`config.mk`:
```
export PLATFORM = sky130hd
export DESIGN_NAME = voice_env_unit
export DESIGN_NICKNAME = d
export VERILOG_FILES = /design/src/rtl/env_pkg.sv /design/src/rtl/env_tick_ctl.sv /design/src/rtl/env_ramp_lane.sv /design/src/rtl/env_vol_scale.sv /design/src/rtl/voice_env_unit.sv
export SDC_FILE = /design/constraint.sdc
export NUM_CORES = 1
export LEC_CHECK = 0
export CAP_MARGIN = 25
export CORE_MARGIN = 2
export CORE_UTILIZATION = 45
export CTS_BUF_LIST = sky130_fd_sc_hd__clkbuf_8
export CTS_CLUSTER_SIZE = 20
export DETAILED_ROUTE_END_ITERATION = 8
export HOLD_SLACK_MARGIN = 0.06
export PLACE_DENSITY = 0.66
export SYNTH_ARGS = -nofsm -noshare
export SYNTH_HDL_FRONTEND = slang
export SYNTH_SLANG_ARGS = --single-unit
```
`constraint.sdc`:
```
create_clock -name clk -period 8.9 [get_ports clk]
set_input_delay 1.78 -clock clk [delete_from_list [all_inputs] [get_ports clk]]
set_output_delay 1.78 -clock clk [all_outputs]
set_load 0.01 [all_outputs]
```
`src/rtl/env_pkg.sv`:
```
package env_pkg;
  localparam int VAL_W   = 16;
  localparam int RAMP_W  = 8;
  localparam int CNT_W   = 9;
  localparam int TICK_W  = 3;
  localparam int SAMP_W  = 16;
  localparam int EXP_W   = 4;
  localparam int MANT_W  = 8;
  localparam int LANES   = 4;
  localparam int PROD_W  = SAMP_W + MANT_W + 1;
  localparam int SH_BASE = VAL_W + EXP_W;

  // add a signed step to an unsigned value, saturate to the value range
  function automatic logic [VAL_W-1:0] ramp_sat(input logic [VAL_W-1:0] v,
                                                input logic [RAMP_W-1:0] r);
    logic signed [VAL_W+1:0] s;
    s = $signed({2'b00, v}) + $signed({{(VAL_W+2-RAMP_W){r[RAMP_W-1]}}, r});
    if (s < 0) return '0;
    else if (s > $signed({2'b00, {VAL_W{1'b1}}})) return '1;
    else return s[VAL_W-1:0];
  endfunction

  // pseudo-floating-point gain: sample * (1.mant) >>> (SH_BASE - exp)
  function automatic logic signed [PROD_W-1:0] vol_scale(input logic signed [SAMP_W-1:0] smp,
                                                         input logic [VAL_W-1:0] vol);
    logic [EXP_W-1:0]         e;
    logic [MANT_W-1:0]        m;
    logic signed [PROD_W-1:0] p;
    logic [4:0]               sh;
    e  = vol[VAL_W-1 -: EXP_W];
    m  = vol[VAL_W-EXP_W-1 -: MANT_W];
    p  = smp * $signed({2'b01, m});
    sh = 5'(SH_BASE) - {1'b0, e};
    return p >>> sh;
  endfunction
endpackage

```
`src/rtl/env_tick_ctl.sv`:
```
module env_tick_ctl
  import env_pkg::*;
(
  input  logic             clk,
  input  logic             rst_n,
  input  logic             upd,
  input  logic             cnt_ld,
  input  logic [CNT_W-1:0] cnt_din,
  output logic [CNT_W-1:0] cnt_q,
  output logic             upd_go,
  output logic             tick_zero
);
  logic [TICK_W-1:0] tick_q;

  assign upd_go    = upd && (cnt_q != '0);
  assign tick_zero = (tick_q == '0);

  always_ff @(posedge clk) begin
    if (!rst_n) begin
      cnt_q  <= '0;
      tick_q <= '0;
    end else begin
      if (cnt_ld)      cnt_q <= cnt_din;
      else if (upd_go) cnt_q <= cnt_q - 1'b1;
      if (upd)         tick_q <= tick_q + 1'b1;
    end
  end

  assert_cnt_dec_R1: assert property (@(posedge clk) disable iff (!rst_n)
    (upd && !cnt_ld && cnt_q != '0) |=> (cnt_q == $past(cnt_q) - 1'b1));
  assert_cnt_rest_R1: assert property (@(posedge clk) disable iff (!rst_n)
    (upd && !cnt_ld && cnt_q == '0) |=> (cnt_q == '0));
  assert_cnt_load_R8: assert property (@(posedge clk) disable iff (!rst_n)
    cnt_ld |=> (cnt_q == $past(cnt_din)));
  assert_tick_adv_R5: assert property (@(posedge clk) disable iff (!rst_n)
    upd |=> (tick_q == $past(tick_q) + 1'b1));
endmodule

```
`src/rtl/env_ramp_lane.sv`:
```
module env_ramp_lane
  import env_pkg::*;
#(
  parameter bit SLOW_OK = 1'b0
) (
  input  logic              clk,
  input  logic              rst_n,
  input  logic              upd_go,
  input  logic              tick_zero,
  input  logic              val_ld,
  input  logic [VAL_W-1:0]  val_din,
  input  logic              ramp_ld,
  input  logic [RAMP_W-1:0] ramp_din,
  input  logic              slow_din,
  output logic [VAL_W-1:0]  val_q
);
  logic [RAMP_W-1:0] ramp_q;
  logic              slow_q;
  logic              step;

  assign step = upd_go && (ramp_q != '0) && (!slow_q || tick_zero);

  always_ff @(posedge clk) begin
    if (!rst_n) begin
      val_q  <= '0;
      ramp_q <= '0;
      slow_q <= 1'b0;
    end else begin
      if (val_ld)    val_q <= val_din;
      else if (step) val_q <= ramp_sat(val_q, ramp_q);
      if (ramp_ld) begin
        ramp_q <= ramp_din;
        slow_q <= slow_din & SLOW_OK;
      end
    end
  end

  assert_idle_hold_R1: assert property (@(posedge clk) disable iff (!rst_n)
    (!upd_go && !val_ld) |=> $stable(val_q));
  assert_load_prio_R8: assert property (@(posedge clk) disable iff (!rst_n)
    val_ld |=> (val_q == $past(val_din)));
  assert_down_dir_R2: assert property (@(posedge clk) disable iff (!rst_n)
    (upd_go && !val_ld && ramp_q[RAMP_W-1]) |=> (val_q <= $past(val_q)));
  assert_up_dir_R3: assert property (@(posedge clk) disable iff (!rst_n)
    (upd_go && !val_ld && !ramp_q[RAMP_W-1]) |=> (val_q >= $past(val_q)));

  generate
    if (SLOW_OK) begin : g_slow_chk
      assert_slow_gate_R4: assert property (@(posedge clk) disable iff (!rst_n)
        (upd_go && slow_q && !tick_zero && !val_ld) |=> $stable(val_q));
    end
  endgenerate
endmodule

```
`src/rtl/env_vol_scale.sv`:
```
module env_vol_scale
  import env_pkg::*;
(
  input  logic                     clk,
  input  logic                     rst_n,
  input  logic                     upd,
  input  logic                     en,
  input  logic signed [SAMP_W-1:0] sample_in,
  input  logic [VAL_W-1:0]         vol_l,
  input  logic [VAL_W-1:0]         vol_r,
  output logic [PROD_W-1:0]        out_l,
  output logic [PROD_W-1:0]        out_r
);
  always_ff @(posedge clk) begin
    if (!rst_n) begin
      out_l <= '0;
      out_r <= '0;
    end else if (upd) begin
      out_l <= en ? vol_scale(sample_in, vol_l) : '0;
      out_r <= en ? vol_scale(sample_in, vol_r) : '0;
    end
  end

  assert_mute_zero_R7: assert property (@(posedge clk) disable iff (!rst_n)
    (upd && !en) |=> (out_l == '0 && out_r == '0));
  assert_out_hold_R9: assert property (@(posedge clk) disable iff (!rst_n)
    !upd |=> ($stable(out_l) && $stable(out_r)));
  assert_zero_in_R6: assert property (@(posedge clk) disable iff (!rst_n)
    (upd && sample_in == '0) |=> (out_l == '0 && out_r == '0));
endmodule

```
`src/rtl/voice_env_unit.sv`:
```
module voice_env_unit
  import env_pkg::*;
(
  input  logic                    clk,
  input  logic                    rst_n,
  input  logic                    upd,
  input  logic                    cnt_ld,
  input  logic [CNT_W-1:0]        cnt_din,
  input  logic [LANES-1:0]        val_ld,
  input  logic [LANES*VAL_W-1:0]  val_din,
  input  logic [LANES-1:0]        ramp_ld,
  input  logic [RAMP_W-1:0]       ramp_din,
  input  logic                    slow_din,
  input  logic [SAMP_W-1:0]       sample_in,
  input  logic                    voice_on,
  input  logic                    mute,
  output logic [LANES*VAL_W-1:0]  val_q,
  output logic [CNT_W-1:0]        cnt_q,
  output logic [PROD_W-1:0]       out_l,
  output logic [PROD_W-1:0]       out_r
);
  logic upd_go;
  logic tick_zero;

  env_tick_ctl u_tick (
    .clk(clk), .rst_n(rst_n), .upd(upd), .cnt_ld(cnt_ld), .cnt_din(cnt_din),
    .cnt_q(cnt_q), .upd_go(upd_go), .tick_zero(tick_zero)
  );

  generate
    for (genvar i = 0; i < LANES; i++) begin : g_lane
      env_ramp_lane #(.SLOW_OK(i >= 2)) u_lane (
        .clk(clk), .rst_n(rst_n), .upd_go(upd_go), .tick_zero(tick_zero),
        .val_ld(val_ld[i]), .val_din(val_din[i*VAL_W +: VAL_W]),
        .ramp_ld(ramp_ld[i]), .ramp_din(ramp_din), .slow_din(slow_din),
        .val_q(val_q[i*VAL_W +: VAL_W])
      );
    end
  endgenerate

  env_vol_scale u_scale (
    .clk(clk), .rst_n(rst_n), .upd(upd), .en(voice_on && !mute),
    .sample_in($signed(sample_in)), .vol_l(val_q[0 +: VAL_W]), .vol_r(val_q[VAL_W +: VAL_W]),
    .out_l(out_l), .out_r(out_r)
  );
endmodule

```
# Word-level counts from Yosys, hierarchy flattened
# Cells that the tools add are included.
# totals
reg_bits	160
out_inout_bits	123
inputBits	112
# op_classes
shifts	2
mul	2
order_cmp	8
n_reduce_logical	24
add_sub_neg	8
muxes	20
# ops
cell	n
16-bit 2-to-1 mux	16
17-bit by 8-bit adder with 18-bit output	4
18-bit by 17-bit > comparator with 1-bit output (second input constant)	4
18-bit by 1-bit < comparator with 1-bit output (second input constant)	4
16-bit by 10-bit multiplier with 25-bit output	2
25-bit 2-to-1 mux	2
25-bit by 5-bit >>> shifter with 25-bit output	2
8-bit nonzero test	4
9-bit 2-to-1 mux	2
2-bit nonzero test	5
5-bit by 4-bit subtractor with 5-bit output (first input constant)	2
9-bit nonzero test	1
9-bit by 1-bit subtractor with 9-bit output (second input constant)	1
1-bit logical AND	8
3-bit by 1-bit adder with 3-bit output (second input constant)	1
1-bit logical NOT	3
3-bit logical NOT	1
1-bit logical OR	2

# Longest topological paths before layout
# logic_depth
ltp_word	6
depth_mapped	26
depth_no_buf	22

# Hierarchy
# A second synthesis with hierarchy kept.
# unflattened
hier_cells	3089
area_unflattened_um2	24802.5
# modules_own_cells
module	cells_each	n_inst	area_per_inst_um2
env_vol_scale	1957	1	15588.7
env_ramp_lane at g_lane[2].u_lane ...	271	2	2164.6
env_ramp_lane at g_lane[0].u_lane ...	254	2	2102.0
env_tick_ctl	81	1	666.9
voice_env_unit	1	1	13.8

# Worst setup path after synthesis
# Ideal clock, no wire load.
# synth_path
kind	input -> register
start	input port sample_in[15]
end	register u_scale.out_l[1]
path_stages	22
setup_ns	0.145
slack_ns	1.291
required_time_ns	8.755
t_arrival_ns	7.465
path_buffers	3
path_cell_list	clkbuf_1 -> clkbuf_1 -> nand2_1 -> fa_1 -> fa_1 -> inv_1 -> fa_1 -> fa_1 -> inv_1 -> fa_1 -> inv_1 -> ha_1 -> clkbuf_1 -> a21o_1 -> a211oi_1 -> o21ai_0 -> o211ai_1 -> mux2i_1 -> or2_1 -> mux4_2 -> o221ai_1 -> a31oi_1
# synth_via
elab_chain_cells	3
# synth_rtl
item	line	source
start: declaration	voice_env_unit.sv:14	input logic [SAMP_W-1:0] sample_in,
16-bit by 10-bit multiplier with 25-bit output	env_pkg.sv:32	p = smp * $signed({2'b01, m});
25-bit by 5-bit >>> shifter with 25-bit output	env_pkg.sv:34	return p >>> sh;
25-bit 2-to-1 mux	env_vol_scale.sv:19	out_l <= en ? vol_scale(sample_in, vol_l) : '0;
end signal: assignment	env_vol_scale.sv:19	
end: declaration	env_vol_scale.sv:11	output logic [PROD_W-1:0] out_l,
# No other way between the ends.
# A chain may end at the register's enable or synchronous reset.

# Worst setup path after layout
# layout_path
start	input port sample_in[15]
end	register u_scale.out_r[1]
# layout_via
elab_chain_cells	3
# layout_rtl
item	line	source
16-bit by 10-bit multiplier with 25-bit output	env_pkg.sv:32	
25-bit by 5-bit >>> shifter with 25-bit output	env_pkg.sv:34	
25-bit 2-to-1 mux	env_vol_scale.sv:20	out_r <= en ? vol_scale(sample_in, vol_r) : '0;
end signal: assignment	env_vol_scale.sv:20	
end: declaration	env_vol_scale.sv:12	output logic [PROD_W-1:0] out_r
# No other way between the ends.

==> metrics.yaml <==
placement:
  dp_hpwl_um: 53100
  pre_cts_ws_ns: 0.234
  gp_congestion: 0.930
  placement.io_buffers: 234
setup_path:
  cpMostUsedCell: "fa_1"
  path_buf_inv: 5
  critPathRequiredTime_ns: 9.28
  critPathMaxFanout: 11
  slowest_delay_ns: 0.75
  worstSetupEndpointType: "register"
  cp.arrival_ns: 8.57
  crit_family: "adder cells"
  critPathLaunchType: "input pin"
  worstSetupPathType: "input pin to register"
  cp_slowest_cell: "clkdlybuf4s50_1"
  crit_chain: "clkdlybuf4s50_1, buf_4, nand2_1, inv_1, fa_1, fa_1, fa_1, fa_1, inv_1, fa_1, inv_1, ha_1, and4_1, and2_1, and4_1, nor3_1, or4_1, a21oi_2, a22oi_1, o211a_1, or3b_1, a32o_1"
power:
  power_frac_seq_pct: 14.8
  pwr-share-comb_pct: 76.1
  p_int_uw: 2890
  sw_frac_of_total_pct: 50.8
  ir_worst_vdd_uv: 164
  p_leak_uw: 0.0122
  p_clk_share_pct: 9.0
  net-switching-power_uw: 2990
  power_density_mw_per_mm2: 222
floorplan:
  dieArea_sq_mm: 0.0528
  die_h_um: 230
  rows: 82
  die_w_um: 230
  ioPinCount: 235
  start_util_pct: 45.6
  coreArea_sq_mm: 0.0503
clocking:
  cts_sinks: 160
  clk_pin_slew_ns: 0.08
  numCtsBuffers: 17
  clock_latency_ns: 0.50
  cts-resized-gates: 0
  cts.htree.levels: 4
  cts_root_buf: "clkbuf_8"
  ctsHoldBuffers: 0
  clk_path_buf_depth: 2
  cts_tree: "built"
  cts_setup_buffers: 0
global_route:
  track_usage_pct: 25.4
  grt_max_degree: 66
  antenna_found_initial: 4
  grt_overflow: 0
  grt_pass1_wl_um: 110000
  grt_pass1_vias: 21300
timing:
  setup_violations: 0
  worst_pin_slew_ns: 0.973
  skew_ns: 0.0187
  setup_ws_ns: 0.709
  tns_ns: 0
  layout_min_cycle_time_ns: 8.19
  rsz0062_at_grt: "false"
  drv_slew: 0
  final_hold_viol_count: 0
  min_period_over_period_pct: 92.0
  timing.fmax_mhz: 122
  holdWs_ns: 0.445
  max_slew_margin_pct: 34.8
finish:
  nNetsFinal: 3547
  fillers: 4737
  area_delta_synth_final_pct: 15.5
  drive_gt1_share_pct: 5.85
run_status:
  outcome: "completed"
synth:
  synthCells: 2843
  ys_top_cells_by_area: "fa_1, dfxtp_1, ha_1"
  synth_fp_nets: 3376
  yosysTopAreaCell: "fa_1"
  ys_warn_count: 0
  synth_edf_count: 0
  synth_area_sq_mm: 0.0229
  synth_top_area_share_pct: 21.1
  syn_area_per_cell_sq_um: 8.07
  synthArstFlopShare_pct: 0
  synth_common_cells: "nand2_1, inv_1, fa_1"
  synth_cell_type_count: 97
  synth_flop_cell: "dfxtp_1"
  synth_most_common_cell: "nand2_1"
  synth-seq-area-share_pct: 14.0
  ys_seq_elements: 160
routing:
  drtIter0Drc: 1495
  wl_per_cell_um: 17.9
  postRouteAntennaNets: 0
  vias: 20700
  firstDrtPassIters: 5
  drt-vias-per-instance: 5.59
  drc: 0
  routed_wl_um: 66100
job:
  maxCapViolations: 0
worst_hold_path:
  hp-class: "register to register"
-- metrics by stage --
step           power [uW]  cell area [sq um]  std cells  utilization (%)
2_1_floorplan        4100              22900       2843                -
3_3_place_gp         5250              26000       3659             51.7
3_5_place_dp         5300              26000       3663             51.8
6_report             5870              26500       3701             52.7
4_1_cts              5860              26400       3695             52.5
5_1_grt              6430              26500       3701             52.7
-- cells by family after synthesis --
logic type	synth area share (%)
AND/OR/NAND/NOR	17.3
AO/OA/AOI/OAI	18.9
buffers and inverters	7.95
adder cells (fa/ha/maj)	30.9
flip-flops	14.0
multiplexers	6.59
XOR/XNOR	4.35
-- routing by layer --
layer / vias up / GRT usage, % / wire [um]
met1: 10100 / 32.5 / 28400
met5: - / 0 / 21
met2: 585 / 45.4 / 32900
met4: 4 / 6.29 / 1500
li1: 9932 / - / -
met3: 99 / 3.31 / 3350
-- final timing paths --
check	from	endpoint	slack, ns	cells after the start
setup / recovery	sample_in[15]	u_scale.out_r[1]	0.71	22
hold / removal	u_scale.out_r[23]	u_scale.out_r[23]	0.45	2
setup reg to reg	g_lane[0].u_lane.val_q[5]	u_scale.out_l[1]	1.81	19
hold reg to reg	u_scale.out_r[23]	u_scale.out_r[23]	0.45	2
-- sequential cells by signal (all words and copies together), names as in the netlist --
register / count
u_scale.out_l: 25
u_tick.cnt_q: 9
g_lane.u_lane.val_q: 64
g_lane.u_lane.ramp_q: 32
u_tick.tick_q: 3
u_scale.out_r: 25
g_lane.u_lane.slow_q: 2
-- layout make-up --
cell class | instances | area (sq um) | share of cell area, %
Sequential cell | 160 | 3200 | 12.1
Multi-Input combinational cell | 2200 | 17900 | 67.7
Antenna cell | 2 | 5.00 | 0.0189
Tap cell | 672 | 841 | 3.17
Clock buffer | 20 | 275 | 1.04
Inverter | 341 | 1280 | 4.84
Clock inverter | 12 | 98.8 | 0.373
Timing Repair Buffer | 294 | 2840 | 10.7
-- cell usage in the layout (no fill, tap or decap), types with 11 or more instances in the layout --
cell type,n
a21oi_1,221
inv_1,337
nor2_1,219
a31oi_1,16
mux2i_1,70
a21boi_0,12
nand2b_1,18
buf_4,56
nor4_1,14
or3_1,17
a21o_1,29
clkbuf_8,20
and3_1,12
and2_1,107
a211oi_1,26
xnor2_1,77
clkdlybuf4s50_1,234
nand2_1,374
fa_1,242
nor3_1,29
dfxtp_1,160
nand3_1,29
o21a_1,31
xor2_1,32
mux2_2,22
ha_1,179
o21ai_0,137
o21ai_1,30
o211ai_1,26
a32o_1,11
mux4_2,25
nor2b_1,21
-- worst min-delay path: cells and delay by family, from the launching register on --
family / cells / cell delay (ns)
DFF: 1 / 0.32
and+or+nand+nor: 2 / 0.09
-- power by group through the flow --
stage	Clock, uW	Combinational (uW)	Sequential, uW
floorplan	0	3220	880
global placement	0	4360	885
detailed placement	0	4410	886
CTS	543	4450	870
global route	570	4980	882
finish	530	4470	871
Note: power is estimated with default switching activity, not from simulation.
